==> config.mk <==
export PLATFORM = sky130hd
export DESIGN_NAME = cpx_handshake_responder
export DESIGN_NICKNAME = d
export VERILOG_FILES = /design/src/rtl/cpx_pkg.sv /design/src/rtl/cpx_rst_sync.sv /design/src/rtl/cpx_id_match.sv /design/src/rtl/cpx_hs_fsm.sv /design/src/rtl/cpx_line_out.sv /design/src/rtl/cpx_handshake_responder.sv
export SDC_FILE = /design/constraint.sdc
export NUM_CORES = 1
export LEC_CHECK = 0
export ABC_AREA = 1
export ABC_CLOCK_PERIOD_IN_PS = 1000
export BUFFER_PORTS_ARGS = -buffer_cell sky130_fd_sc_hd__buf_4
export CAP_MARGIN = 30
export CORE_AREA = 2 2 39 41
export CTS_BUF_LIST = sky130_fd_sc_hd__clkbuf_8
export DETAILED_ROUTE_END_ITERATION = 8
export DIE_AREA = 0 0 41 43
export PLACE_DENSITY = 0.78
export SLEW_MARGIN = 20
export SYNTH_ARGS = -nofsm -noshare
export SYNTH_HDL_FRONTEND = slang
export SYNTH_SLANG_ARGS = --single-unit
==> constraint.sdc <==
create_clock -name clk -period 1 [get_ports clk]
set_input_delay 0.05 -clock clk [delete_from_list [all_inputs] [get_ports clk]]
set_output_delay 0.05 -clock clk [all_outputs]
set_load 0.1 [all_outputs]
==> src/rtl/cpx_pkg.sv <==
package cpx_pkg;

  // Handshake state of one responder.
  typedef enum logic [1:0] {
    ST_IDLE  = 2'd0,  // no claim held
    ST_CLAIM = 2'd1,  // absent low, busy high
    ST_READY = 2'd2,  // absent low, busy low
    ST_SPENT = 2'd3   // committed, waiting for strobe release
  } hs_state_e;

endpackage

==> src/rtl/cpx_rst_sync.sv <==
module cpx_rst_sync #(
  parameter int STAGES = 2
) (
  input  logic clk,
  input  logic rst_n,
  output logic rst_n_sync
);

  logic [STAGES-1:0] sync_q;

  always_ff @(posedge clk or negedge rst_n) begin
    if (!rst_n) begin
      sync_q <= '0;
    end else begin
      sync_q <= {sync_q[STAGES-2:0], 1'b1};
    end
  end

  assign rst_n_sync = sync_q[STAGES-1];

endmodule

==> src/rtl/cpx_id_match.sv <==
module cpx_id_match #(
  parameter int INSN_W    = 32,
  parameter int FIELD_LSB = 8,
  parameter int ID_W      = 4,
  parameter int CP_ID     = 5
) (
  input  logic [INSN_W-1:0] insn,
  output logic              id_hit
);

  localparam logic [ID_W-1:0] OWN_ID = ID_W'(CP_ID);

  logic [ID_W-1:0] field;
  logic            unused_insn_bits;

  assign field            = insn[FIELD_LSB +: ID_W];
  assign unused_insn_bits = ^insn;
  assign id_hit           = (field == OWN_ID);

endmodule

==> src/rtl/cpx_hs_fsm.sv <==
module cpx_hs_fsm
  import cpx_pkg::*;
(
  input  logic      clk,
  input  logic      rst_n,
  input  logic      strobe_n,
  input  logic      id_hit,
  input  logic      dataop,
  input  logic      exec_ready,
  output hs_state_e state,
  output logic      dataop_q,
  output logic      commit_evt,
  output logic      discard_evt
);

  hs_state_e state_d;
  logic      claim_en;

  // Next-state process.
  always_comb begin
    state_d     = state;
    claim_en    = 1'b0;
    commit_evt  = 1'b0;
    discard_evt = 1'b0;
    unique case (state)
      ST_IDLE: begin
        if (!strobe_n && id_hit) begin
          state_d  = ST_CLAIM;
          claim_en = 1'b1;
        end
      end
      ST_CLAIM: begin
        if (strobe_n) begin
          state_d     = ST_IDLE;
          discard_evt = 1'b1;
        end else if (exec_ready) begin
          state_d = ST_READY;
        end
      end
      ST_READY: begin
        if (strobe_n) begin
          state_d     = ST_IDLE;
          discard_evt = 1'b1;
        end else begin
          // strobe, absent and busy all low at this edge
          state_d    = ST_SPENT;
          commit_evt = 1'b1;
        end
      end
      ST_SPENT: begin
        if (strobe_n) begin
          state_d = ST_IDLE;
        end
      end
      default: state_d = ST_IDLE;
    endcase
  end

  // Register process.
  always_ff @(posedge clk or negedge rst_n) begin
    if (!rst_n) begin
      state <= ST_IDLE;
    end else begin
      state <= state_d;
    end
  end

  always_ff @(posedge clk or negedge rst_n) begin
    if (!rst_n) begin
      dataop_q <= 1'b0;
    end else if (claim_en) begin
      dataop_q <= dataop;
    end
  end

endmodule

==> src/rtl/cpx_line_out.sv <==
module cpx_line_out
  import cpx_pkg::*;
(
  input  logic      clk,
  input  logic      rst_n,
  input  hs_state_e state,
  input  logic      dataop_q,
  input  logic      commit_evt,
  input  logic      discard_evt,
  output logic      absent_drv_n,
  output logic      busy_drv_n,
  output logic      commit_p,
  output logic      xfer_p,
  output logic      discard_p
);

  logic commit_d;
  logic xfer_d;
  logic discard_d;

  // Line drives decode straight from the state register.
  assign absent_drv_n = !((state == ST_CLAIM) || (state == ST_READY));
  assign busy_drv_n   = !(state == ST_READY);

  always_comb begin
    commit_d  = commit_evt;
    xfer_d    = commit_evt && !dataop_q;
    discard_d = discard_evt;
  end

  always_ff @(posedge clk or negedge rst_n) begin
    if (!rst_n) begin
      commit_p  <= 1'b0;
      xfer_p    <= 1'b0;
      discard_p <= 1'b0;
    end else begin
      commit_p  <= commit_d;
      xfer_p    <= xfer_d;
      discard_p <= discard_d;
    end
  end

endmodule

==> src/rtl/cpx_handshake_responder.sv <==
module cpx_handshake_responder
  import cpx_pkg::*;
#(
  parameter int INSN_W    = 32,
  parameter int NUM_CP    = 16,
  parameter int FIELD_LSB = 8,
  parameter int CP_ID     = 5
) (
  input  logic              clk,
  input  logic              rst_n,
  input  logic              strobe_n,
  input  logic [INSN_W-1:0] insn,
  input  logic              dataop,
  input  logic              exec_ready,
  output logic              absent_drv_n,
  output logic              busy_drv_n,
  output logic              commit_p,
  output logic              xfer_p,
  output logic              discard_p
);

  localparam int ID_W = $clog2(NUM_CP);

  logic      rst_n_sync;
  logic      id_hit;
  hs_state_e state;
  logic      dataop_q;
  logic      commit_evt;
  logic      discard_evt;

  cpx_rst_sync #(.STAGES(2)) u_rst (
    .clk        (clk),
    .rst_n      (rst_n),
    .rst_n_sync (rst_n_sync)
  );

  cpx_id_match #(
    .INSN_W    (INSN_W),
    .FIELD_LSB (FIELD_LSB),
    .ID_W      (ID_W),
    .CP_ID     (CP_ID)
  ) u_match (
    .insn   (insn),
    .id_hit (id_hit)
  );

  cpx_hs_fsm u_fsm (
    .clk         (clk),
    .rst_n       (rst_n_sync),
    .strobe_n    (strobe_n),
    .id_hit      (id_hit),
    .dataop      (dataop),
    .exec_ready  (exec_ready),
    .state       (state),
    .dataop_q    (dataop_q),
    .commit_evt  (commit_evt),
    .discard_evt (discard_evt)
  );

  cpx_line_out u_out (
    .clk          (clk),
    .rst_n        (rst_n_sync),
    .state        (state),
    .dataop_q     (dataop_q),
    .commit_evt   (commit_evt),
    .discard_evt  (discard_evt),
    .absent_drv_n (absent_drv_n),
    .busy_drv_n   (busy_drv_n),
    .commit_p     (commit_p),
    .xfer_p       (xfer_p),
    .discard_p    (discard_p)
  );

endmodule

# Yosys cells after proc, flatten, opt, wreduce, memory -nomap -nowiden
# Cells that the tools add are included.
# Widths: inputs -> output; s select.
# word_totals
regBits	8
inputBits	37
output_inout_bits	5
wordCells	35
# classes
eq_ne	7
n_mux	12
reduce_logical	10
# ops
cell	count
$mux 2	5
$pmux 2 s4	1
$mux 1	6
$eq 2x2->1 const B	2
$eq 4x3->1 const B	1
$logic_not 1->1	4
$ne 3x3->1 const B	1
$reduce_and 3->1	1
$eq 2x1->1 const B	1
$logic_and 1x1->1	2
$logic_not 2->1	1
$ne 2x1->1 const B	1
$ne 2x2->1 const B	1
$reduce_or 2->1	1
$logic_or 1x1->1	1

# Logic depth before layout (Yosys ltp)
# Gate-level depths: netlist of run 1.
# logic_depth
depth_word	4
mapped_depth	8
depth_no_buf	8

# By module
# A second synthesis of run 1 with hierarchy kept.
# unflattened
hier_cells	53
area_unflattened_um2	436.7
# by_module_without_submodules
module	n_inst	cells_per_inst	area_per_inst_um2	seq_area_each_um2
cpx_hs_fsm	1	37	256.5	75.1
cpx_line_out	1	8	105.1	75.1
cpx_rst_sync	1	3	53.8	50.0
cpx_id_match	1	5	21.3	0.0

# Worst setup path after synthesis of run 1
# Ideal clock, no wire load.
# synth_path
kind	register -> output
startpoint	register u_fsm.state[0]
endpoint	output port absent_drv_n
arrival_time_ns	1.338
required_ns	0.950
slack_ns	-0.388
stages_incl_launch_ff	4
n_path_buf	0
cell_sequence	dfrtp_1 -> inv_1 -> ha_1 -> inv_1
# synth_between
elab_chain_cells	3
word_cells_on_any_way	4
classes_between	2 x eq/ne; 2 x reduce/logical
# synth_lines
element	line	text
start, declared	cpx_hs_fsm.sv:10	output hs_state_e state,
start signal, assigned	cpx_hs_fsm.sv:64	state <= state_d;
$eq 2x1->1 or $eq 2x2->1 (tied branches)	cpx_line_out.sv:22	assign absent_drv_n = !((state == ST_CLAIM) || (state == ST_READY));
$logic_or 1x1->1 (*)	cpx_line_out.sv:22	
$logic_not 1->1 (*)	cpx_line_out.sv:22	
end, declared	cpx_handshake_responder.sv:15	output logic absent_drv_n,
# Mark *: on every way between the ends. The rest lies on a longest branch, timed or not.

# Final worst setup path of run 1
# layout_path
startpoint	register u_fsm.state[1]
endpoint	output port absent_drv_n
# Same word-level chain as after synthesis.

==> flow_metrics.env, run 1 <==
export IMPL_crit_start="u_fsm.state[1]"
export IMPL_final_critical_path_setup_slack_ns=-0.358
export IMPL_crit_family="buffers and inverters"
export IMPL_final_nets=119
export IMPL_portBuffers=13
export IMPL_period_share=1.36
export IMPL_grt_pass1_vias=415
export IMPL_hold_violations=0
export IMPL_drv_cap=0
export IMPL_ant_nets=0
export IMPL_crit_buf_inv=4
export IMPL_die_height_um=43
export IMPL_leakage_uw=0.000395
export IMPL_cts_sinks=8
export IMPL_crit_required_ns=0.95
export IMPL_detail_route_vias_per_cell=4.18
export IMPL_utilization=0.557
export IMPL_drv_slew=0
export IMPL_critPathMaxFanout=3
export IMPL_final_layout_size_suffix_gt1_frac=0.613
export IMPL_ys_seq_area_frac=0.492
export IMPL_multi_input_area_um2=243
export IMPL_syn_area_um2=407
export IMPL_yosysWarnings=0
export IMPL_r2r_start="u_fsm.state[1]"
export IMPL_worstHoldPathType="primary input to flop"
export IMPL_setup_viol=6
export IMPL_worstSetupEndpointType="output pin"
export IMPL_power_density_nw_per_um2=3670
export IMPL_cp_cell_sequence="inv_2 > buf_6 > ha_4 > clkinvlp_4 > buf_12"
export IMPL_yosysUniqueCellTypes=13
export IMPL_clk_latency_ns=0.23
export IMPL_yosys_top_cells_area="dfrtp_1 49%, ha_1 15%, inv_1 8.3%"
export IMPL_cpPeakStageDelay_ns=0.38
export IMPL_dp_hpwl_um=639
export IMPL_violations="negative setup slack"
export IMPL_grt_util_all_layers=0.145
export IMPL_min_delay_start="dataop"
export IMPL_cts_root_buffer="clkbuf_8"
export IMPL_setup_tns_ns=-1.67
export IMPL_status="finished with violations"
export IMPL_synth_top_area_frac=0.492
export IMPL_max_freq_ghz=0.736
export IMPL_layout_commonest_cell="buf_4"
export IMPL_ios=42
export IMPL_post_dp_cell_area_um2=562
export IMPL_synthesis_nets=90
export IMPL_gr_total_overflow=0
export IMPL_regArea_um2=200
export IMPL_clkTransAtPathRegs_ns=0.04
export IMPL_dr_pass1_iters=1
export IMPL_initialDrtViolationCount=0
export IMPL_cts_path_max_buffers=2
export IMPL_worstSetupStartpointType="flop"
export IMPL_dieArea_um2=1760
export IMPL_initial_core_util=0.294
export IMPL_finalPower_uw=2830
export IMPL_wire_per_inst_um=10.8
export IMPL_fin_skew_ns=0.00512
export IMPL_vias=380
export IMPL_drc=0
export IMPL_syn_avg_cell_area_um2=8.47
export IMPL_syn_inst=48
export IMPL_grt_start_max_net_pins=7
export IMPL_grt_pass1_wl_mm=1.60
export IMPL_syn2layout_area_growth_pct=89.5
export IMPL_cts_buffers=3
export IMPL_synth_area_leader_cell="dfrtp_1"
export IMPL_num_rows=14
export IMPL_routed_wl_um=979
export IMPL_critPathArrivalTime_ns=1.31
export IMPL_cts_tree="yes"
export IMPL_ir_drop_mv=2.67
export IMPL_rsz0062_at_grt="yes"
export IMPL_crit_type="flop to output pin"
export IMPL_layout_common_cells="19 x buf_4, 8 x dfrtp_1, 5 x nor2_1, 5 x nand2_1"
export IMPL_fin_crit_ns=1.36
export IMPL_antenna_found_initial=0
export IMPL_fp_dieW_um=41
export IMPL_place_gp_congestion=0.824
export IMPL_htree_levels=1
export IMPL_fin_area_um2=771
export IMPL_diodes=0
export IMPL_fill_cells=122
export IMPL_ys_seq_elements=8
export IMPL_slowest_stage="dfrtp_1"
export IMPL_core_area_um2=1380
[metal layers]
layer  wire length [um]  track usage  vias up
li1                   -            -      195
met1                309        0.137      169
met5                  0            0        -
met3                 57       0.0628        2
met4                  8       0.0800        0
met2                604        0.244       14
[synth_stat cells]
library cell and n:
nand3_1 3, conb_1 1, nand2_2 1, o21ai_0 1
or2_0 1, nor2_1 6, inv_2 2, dfrtp_1 8
nor3_1 1, ha_1 5, inv_1 9, nand2_1 9
o21ai_1 1
[flip-flops by register name, indices dropped and copies added, names as in the netlist]
register	flops
u_fsm.dataop_q	1
u_fsm.state	2
u_out.commit_p	1
u_out.discard_p	1
u_out.xfer_p	1
u_rst.sync_q	2
[where the power goes]
group	total (uW)	internal (uW)	switching (uW)	leakage, uW
combinational	1980	829	1150	0.000270
sequential	474	414	60.1	0.000103
clock	378	260	118	0.0000216
[tightest hold or removal path, cell delays in order]
cell and delay [ns]:
buf_4 0.07, nand2_1 0.04, nand2_1 0.05
[kinds of logic after synthesis]
kind of cell / after synthesis / synth area share
compound gates: 2 / 0.0246
fa+ha+maj: 5 / 0.154
buf+inv: 11 / 0.102
flops: 8 / 0.492
other cells: 1 / 0.00922
simple gates: 21 / 0.218
[timing repair]
action	4_1_cts	5_1_grt
pin swaps	6	5
buffers inserted	6	3
resized for setup	14	12
endpoints found under the hold margin	2	0
endpoints found under the setup margin	6	6
hold buffers	1	0
[area by class of cell]
cell class	instances	area share
Timing Repair Buffer	24	0.279
Multi-Input combinational cell	29	0.315
Sequential cell	8	0.260
Tap cell	16	0.0260
Clock buffer	3	0.0536
Inverter	11	0.0666
[final timing paths]
check                                 end  slack, ns  depth (start not counted)
min reg2reg                u_fsm.dataop_q       0.09                          0
max                          absent_drv_n      -0.36                          5
min                        u_fsm.dataop_q       0.02                          3
min in group asynchronous  u_fsm.dataop_q       0.09                          0
max in group asynchronous  u_fsm.state[1]       0.71                          0
max reg2reg                u_fsm.state[0]      -0.35                          9
[through the flow]
| stage | hold WS [ns] | setup slack, ns | cells |
|---|---|---|---|
| 2_1_floorplan | -0.246 | -0.182 | 48 |
| 3_3_place_gp | -0.167 | -0.237 | 79 |
| 3_5_place_dp | -0.161 | -0.245 | 79 |
| 4_1_cts | 0.0261 | -0.370 | 89 |
| 5_1_grt | 0.0422 | -0.422 | 91 |
| 6_report | 0.0237 | -0.358 | 91 |
No activity file was read; power rests on OpenSTA's default activity.
==> inputs of run 2 (changes only) <==
--- a/config.mk
+++ b/config.mk
@@ -5,7 +5,6 @@
 export SDC_FILE = /design/constraint.sdc
 export NUM_CORES = 1
 export LEC_CHECK = 0
-export ABC_AREA = 1
 export ABC_CLOCK_PERIOD_IN_PS = 1000
 export BUFFER_PORTS_ARGS = -buffer_cell sky130_fd_sc_hd__buf_4
 export CAP_MARGIN = 30
==> flow_metrics.env, run 2 <==
export IMPL_setup_viol=7
export IMPL_synth_top_area_frac=0.500
export IMPL_rsz0062_at_grt="yes"
export IMPL_reg2regPathDepth=4
export IMPL_fin_crit_ns=1.31
export IMPL_status="finished with violations"
export IMPL_num_rows=14
export IMPL_final_nets=99
export IMPL_synth_ff_type="dfrtp_1"
export IMPL_yosysUniqueCellTypes=14
export IMPL_post_dp_cell_area_um2=571
export IMPL_routed_wl_um=810
export IMPL_vias=303
export IMPL_grt_start_max_net_pins=7
export IMPL_synth_common_cells="8 x dfrtp_1, 5 x ha_1, 5 x inv_1"
export IMPL_r2r_start="u_fsm.state[1]"
export IMPL_worstSetupStartpointType="flop"
export IMPL_synthesis_nets=75
export IMPL_power_density_nw_per_um2=3240
export IMPL_layout_common_cells="15 x buf_4, 8 x dfrtp_1, 3 x ha_4, 3 x clkbuf_8"
export IMPL_fp_dieW_um=41
export IMPL_cts_path_max_buffers=2
export IMPL_htree_levels=1
export IMPL_hold_end="u_fsm.dataop_q"
export IMPL_core_area_um2=1380
export IMPL_dp_hpwl_um=639
export IMPL_utilization=0.502
export IMPL_crit_type="flop to output pin"
export IMPL_hold_depth=2
export IMPL_synth_edf_count=0
export IMPL_initialDrtViolationCount=4
export IMPL_synth_most_common_cell="dfrtp_1"
export IMPL_gr_total_overflow=0
export IMPL_drv_cap=0
export IMPL_fin_skew_ns=0.00203
export IMPL_dieArea_um2=1760
export IMPL_max_freq_ghz=0.762
export IMPL_antenna_found_initial=0
export IMPL_cts_root_buffer="clkbuf_8"
export IMPL_final_critical_path_setup_slack_ns=-0.313
export IMPL_rrSetupSlack_ns=-0.30
export IMPL_yosys_top_cells_area="dfrtp_1 50%, ha_1 16%, nand4bb_4 6.9%"
export IMPL_period_share=1.31
export IMPL_syn2layout_area_growth_pct=73.4
export IMPL_hold_violations=0
export IMPL_grt_pass1_wl_mm=1.28
export IMPL_min_delay_start="dataop"
export IMPL_cts_sinks=8
export IMPL_syn_avg_cell_area_um2=12.1
export IMPL_worstHoldPathType="primary input to flop"
export IMPL_crit_family="buffers and inverters"
export IMPL_clk_latency_ns=0.22
export IMPL_grt_util_all_layers=0.118
export IMPL_leakage_uw=0.000321
export IMPL_fin_area_um2=694
export IMPL_cts_buffers=3
export IMPL_crit_required_ns=0.95
export IMPL_violations="negative setup slack"
export IMPL_cpPeakStageDelay_ns=0.40
export IMPL_detail_route_vias_per_cell=4.27
export IMPL_drc=0
export IMPL_synthArstFlopShare=1.00
export IMPL_syn_area_um2=400
export IMPL_whs_ns=0.0521
export IMPL_ir_drop_mv=1.51
export IMPL_drv_slew=0
export IMPL_ys_seq_elements=8
export IMPL_initial_core_util=0.289
export IMPL_reg_top3="u_fsm.state: 2 flops, u_rst.sync_q: 2 flops"
export IMPL_die_height_um=43
export IMPL_place_gp_congestion=0.727
export IMPL_wire_per_inst_um=11.4
export IMPL_grt_pass1_vias=315
export IMPL_ant_nets=0
export IMPL_worstSetupEndpointType="output pin"
export IMPL_yosysWarnings=0
export IMPL_worst_r2r_endpoint="u_fsm.dataop_q"
export IMPL_synth_area_leader_cell="dfrtp_1"
export IMPL_critPathMaxFanout=3
export IMPL_clkTransAtPathRegs_ns=0.04
export IMPL_ys_seq_area_frac=0.500
export IMPL_dr_pass1_iters=2
export IMPL_cts_tree="yes"
export IMPL_diodes=0
export IMPL_critPathArrivalTime_ns=1.26
export IMPL_syn_inst=33
export IMPL_portBuffers=13
export IMPL_final_layout_size_suffix_gt1_frac=0.636
export IMPL_cp_cell_sequence="inv_2 > buf_6 > ha_4 > clkinvlp_4 > buf_12"
export IMPL_ios=42
export IMPL_crit_buf_inv=4
export IMPL_layout_commonest_cell="buf_4"
export IMPL_slowest_stage="dfrtp_1"
## run 2: changes by cell type after synthesis, moves of 2 or more
cell     change
nand3_1      -3
nand2_1      -9
nor2_1       -3
inv_2        -2
mux2i_1      +2
inv_1        -4
## run 2: per-stage QoR
stage | instances | power [uW] | TNS, ns | setup slack, ns
6_report | 71 | 2250 | -1.49 | -0.313
3_3_place_gp | 66 | 1560 | -1.07 | -0.261
2_1_floorplan | 33 | 1290 | -2.17 | -0.493
4_1_cts | 71 | 2260 | -1.52 | -0.314
3_5_place_dp | 66 | 1590 | -1.32 | -0.347
5_1_grt | 71 | 2370 | -1.93 | -0.369
## run 2: power breakdown
group | switching [uW] | leakage [uW] | internal, uW
Combinational | 851 | 0.000197 | 555
Clock | 120 | 0.0000216 | 260
Sequential | 50.9 | 0.000102 | 410
Total | 1020 | 0.000321 | 1230
## run 2: what timing repair did
action,in CTS,in global routing
gates resized for setup,14,1
pin swaps,3,1
hold endpoints to repair,2,0
hold buffers,1,0
setup buffers,1,0
setup endpoints to repair,8,8
## run 2: area by class of cell
cell class                      instances  area (um2)
Clock buffer                            3        41.3
Tap cell                               16        20.0
Inverter                                5        26.3
Timing Repair Buffer                   19         174
Multi-Input combinational cell         20         233
Fill cell                             124         689
Sequential cell                         8         200
## run 2: worst max path at each step
stage,from,end,cells past startpoint
2_1_floorplan,u_fsm.state[0],u_fsm.state[0],6
3_3_place_gp,u_fsm.state[1],u_fsm.state[0],5
3_5_place_dp,u_fsm.state[1],u_fsm.state[0],5
4_1_cts,u_fsm.state[0],busy_drv_n,5
5_1_grt,u_fsm.state[0],busy_drv_n,5
6_report,u_fsm.state[0],busy_drv_n,5
## run 2: metal layers
layer	share of wire	routed length [um]	global-route usage	up-vias
li1	-	-	-	150
met1	0.36	290	0.102	140
met2	0.55	442	0.203	11
met3	0.081	66	0.0628	2
met4	0.012	10	0.0600	0
met5	0	0	0	-
## run 2: cell families after synthesis
| group | count (synthesis) | synth area share |
|---|---|---|
| compound gates | 4 | 0.0500 |
| fa+ha+maj | 5 | 0.156 |
| buf+inv | 5 | 0.0469 |
| flops | 8 | 0.500 |
| mux | 3 | 0.0781 |
| other cells | 1 | 0.00937 |
| simple gates | 7 | 0.159 |
## run 2: worst reg2reg max path: cells and delay by family (launching register included)
| family | cells | cell delay (ns) |
|---|---|---|
| flops | 1 | 0.38 |
| fa+ha+maj | 1 | 0.18 |
| buf+inv | 1 | 0.12 |
| simple gates | 1 | 0.16 |
| mux | 1 | 0.33 |
==> inputs of run 3 (changes only) <==
--- a/config.mk
+++ b/config.mk
@@ -12,8 +12,9 @@
 export CTS_BUF_LIST = sky130_fd_sc_hd__clkbuf_8
 export DETAILED_ROUTE_END_ITERATION = 8
 export DIE_AREA = 0 0 41 43
-export PLACE_DENSITY = 0.78
+export PLACE_DENSITY = 0.79
 export SLEW_MARGIN = 20
 export SYNTH_ARGS = -nofsm -noshare
 export SYNTH_HDL_FRONTEND = slang
+export SYNTH_HIERARCHICAL = 1
 export SYNTH_SLANG_ARGS = --single-unit
==> flow_metrics.env, run 3 <==
export IMPL_ys_seq_elements=8
export IMPL_syn2layout_area_growth_pct=58.4
export IMPL_crit_required_ns=1.11
export IMPL_num_rows=14
export IMPL_reg_top3="u_fsm/state: 2 flops, u_rst/sync_q: 2 flops"
export IMPL_layout_commonest_cell="buf_4"
export IMPL_rsz0062_at_grt="yes"
export IMPL_antenna_found_initial=0
export IMPL_multi_input_area_um2=223
export IMPL_ant_nets=0
export IMPL_dieArea_um2=1760
export IMPL_critPathArrivalTime_ns=1.38
export IMPL_synth_common_cells="8 x dfrtp_1, 6 x ha_1, 6 x inv_1"
export IMPL_layout_common_cells="14 x buf_4, 6 x dfrtp_1, 3 x clkbuf_8, 3 x inv_1, 3 x ha_2"
export IMPL_slowest_stage="dfrtp_2"
export IMPL_cts_tree="yes"
export IMPL_r2r_start="u_fsm/state[1]"
export IMPL_crit_start="u_fsm/state[1]"
export IMPL_ys_seq_area_frac=0.479
export IMPL_reg2regPathDepth=5
export IMPL_cts_buffers=3
export IMPL_cts_root_buffer="clkbuf_8"
export IMPL_power_density_nw_per_um2=3600
export IMPL_dr_pass1_iters=4
export IMPL_place_gp_congestion=0.724
export IMPL_cpPeakStageDelay_ns=0.45
export IMPL_synthesis_nets=78
export IMPL_worstSetupStartpointType="flop"
export IMPL_synthArstFlopShare=1.00
export IMPL_gr_total_overflow=0
export IMPL_synth_most_common_cell="dfrtp_1"
export IMPL_period_share=1.27
export IMPL_diodes=0
export IMPL_synth_area_leader_cell="dfrtp_1"
export IMPL_clkTransAtPathRegs_ns=0.04
export IMPL_worstSetupEndpointType="flop"
export IMPL_detail_route_vias_per_cell=4.59
export IMPL_status="finished with violations"
export IMPL_yosys_top_cells_area="dfrtp_1 48%, ha_1 18%, inv_1 5.4%"
export IMPL_sw_frac_of_total=0.473
export IMPL_portBuffers=13
export IMPL_grt_util_all_layers=0.107
export IMPL_drv_slew=0
export IMPL_internal_power_uw=1260
export IMPL_cp_cell_sequence="inv_4 > ha_4 > mux2i_1 > nor4_1 > a22o_1"
export IMPL_synth_ff_type="dfrtp_1"
export IMPL_final_nets=100
export IMPL_clk_latency_ns=0.22
export IMPL_rrSetupSlack_ns=-0.27
export IMPL_syn_avg_cell_area_um2=11.9
export IMPL_regArea_um2=203
export IMPL_leakage_uw=0.000323
export IMPL_cts_sinks=8
export IMPL_worst_r2r_endpoint="u_fsm/state[1]"
export IMPL_fin_skew_ns=0.000757
export IMPL_worstHoldPathType="primary input to flop"
export IMPL_syn_inst=35
export IMPL_yosysUniqueCellTypes=16
export IMPL_synth_edf_count=0
export IMPL_setup_viol=8
export IMPL_hold_violations=0
export IMPL_die_height_um=43
export IMPL_htree_levels=1
export IMPL_syn_area_um2=418
export IMPL_crit_type="flop to flop"
export IMPL_initialDrtViolationCount=2
export IMPL_pwr_share_comb=0.620
export IMPL_grt_pass1_vias=320
export IMPL_wire_per_inst_um=11.1
export IMPL_p_seq_frac=0.226
export IMPL_routed_wl_um=787
export IMPL_finalPower_uw=2380
export IMPL_ir_drop_mv=2.16
export IMPL_yosysWarnings=6
export IMPL_fill_cells=128
export IMPL_max_freq_ghz=0.785
export IMPL_cts_path_max_buffers=2
export IMPL_post_dp_cell_area_um2=574
export IMPL_fp_dieW_um=41
export IMPL_vias=326
export IMPL_clockPowerShare=0.154
export IMPL_violations="negative setup slack"
export IMPL_final_critical_path_setup_slack_ns=-0.274
export IMPL_drv_cap=0
export IMPL_p_switching_uw=1130
export IMPL_fin_area_um2=662
export IMPL_core_area_um2=1380
export IMPL_endpoint="u_fsm/state[1]"
export IMPL_utilization=0.478
export IMPL_drc=0
export IMPL_critPathMaxFanout=5
export IMPL_grt_start_max_net_pins=7
export IMPL_ios=42
export IMPL_synth_top_area_frac=0.479
export IMPL_final_layout_size_suffix_gt1_frac=0.618
export IMPL_grt_pass1_wl_mm=1.24
export IMPL_initial_core_util=0.302
export IMPL_fin_crit_ns=1.27
-- run 3: cell families after synthesis --
kind of cell               synth area share
DFF                                   0.479
and+or+nand+nor                       0.138
buffers and inverters                0.0539
adders and majority gates             0.180
AOI/OAI and AO/OA                    0.0569
muxes                                0.0838
other                               0.00897
-- run 3: final cells by class --
type                            instances  share of cell area
Inverter                                6              0.0435
Clock buffer                            3              0.0624
Multi-Input combinational cell         21               0.336
Timing Repair Buffer                   17               0.221
Tap cell                               16              0.0302
Sequential cell                         8               0.306
-- run 3: worst min path at each step --
stage	start	endpoint	slack, ns	cells after the start
final	dataop	u_fsm/dataop_q	0.08	2
after global routing	dataop	u_fsm/dataop_q	0.08	2
after CTS	dataop	u_fsm/dataop_q	0.08	2
after detailed placement	rst_n	u_rst/sync_q[1]	-0.17	1
after global placement	rst_n	u_rst/sync_q[1]	-0.17	1
after floorplan	rst_n	u_rst/sync_q[0]	-0.25	0
-- run 3: through the flow --
| stage | hold slack (ns) | cells | TNS (ns) | setup slack [ns] |
|---|---|---|---|---|
| floorplan | -0.246 | 35 | -0.847 | -0.182 |
| global placement | -0.167 | 66 | -1.04 | -0.240 |
| detailed placement | -0.166 | 66 | -1.32 | -0.288 |
| CTS | 0.0765 | 71 | -1.49 | -0.267 |
| global route | 0.0778 | 71 | -1.82 | -0.302 |
| finish | 0.0780 | 71 | -1.51 | -0.274 |
-- run 3: timing repair --
item / CTS / global route
hold buffers: 1 / 0
resized for setup: 8 / 2
buffers inserted: 1 / 0
pin swaps: 1 / 0
endpoints found under the hold margin: 2 / 0
endpoints found under the setup margin: 8 / 8
-- run 3: routing by layer --
layer | vias up | wire length [um] | track usage
met5 | - | 0 | 0
met4 | 0 | 0 | 0.0400
met3 | 0 | 54 | 0.0471
met2 | 16 | 442 | 0.178
met1 | 157 | 290 | 0.111
li1 | 153 | - | -
-- run 3: worst max-delay path: cells and delay by family (launching register included) --
family          cells  cell delay, ns
compound gates      1            0.22
fa+ha+maj           1            0.14
buf+inv             1            0.09
flops               1            0.45
mux                 1            0.19
simple gates        1            0.07
-- run 3: power by group through the flow --
stage	combinational (uW)	sequential [uW]	clock [uW]
5_1_grt	1540	554	396
3_5_place_dp	1280	534	0
6_report	1480	538	368
3_3_place_gp	1250	520	0
2_1_floorplan	805	725	0
4_1_cts	1460	542	377
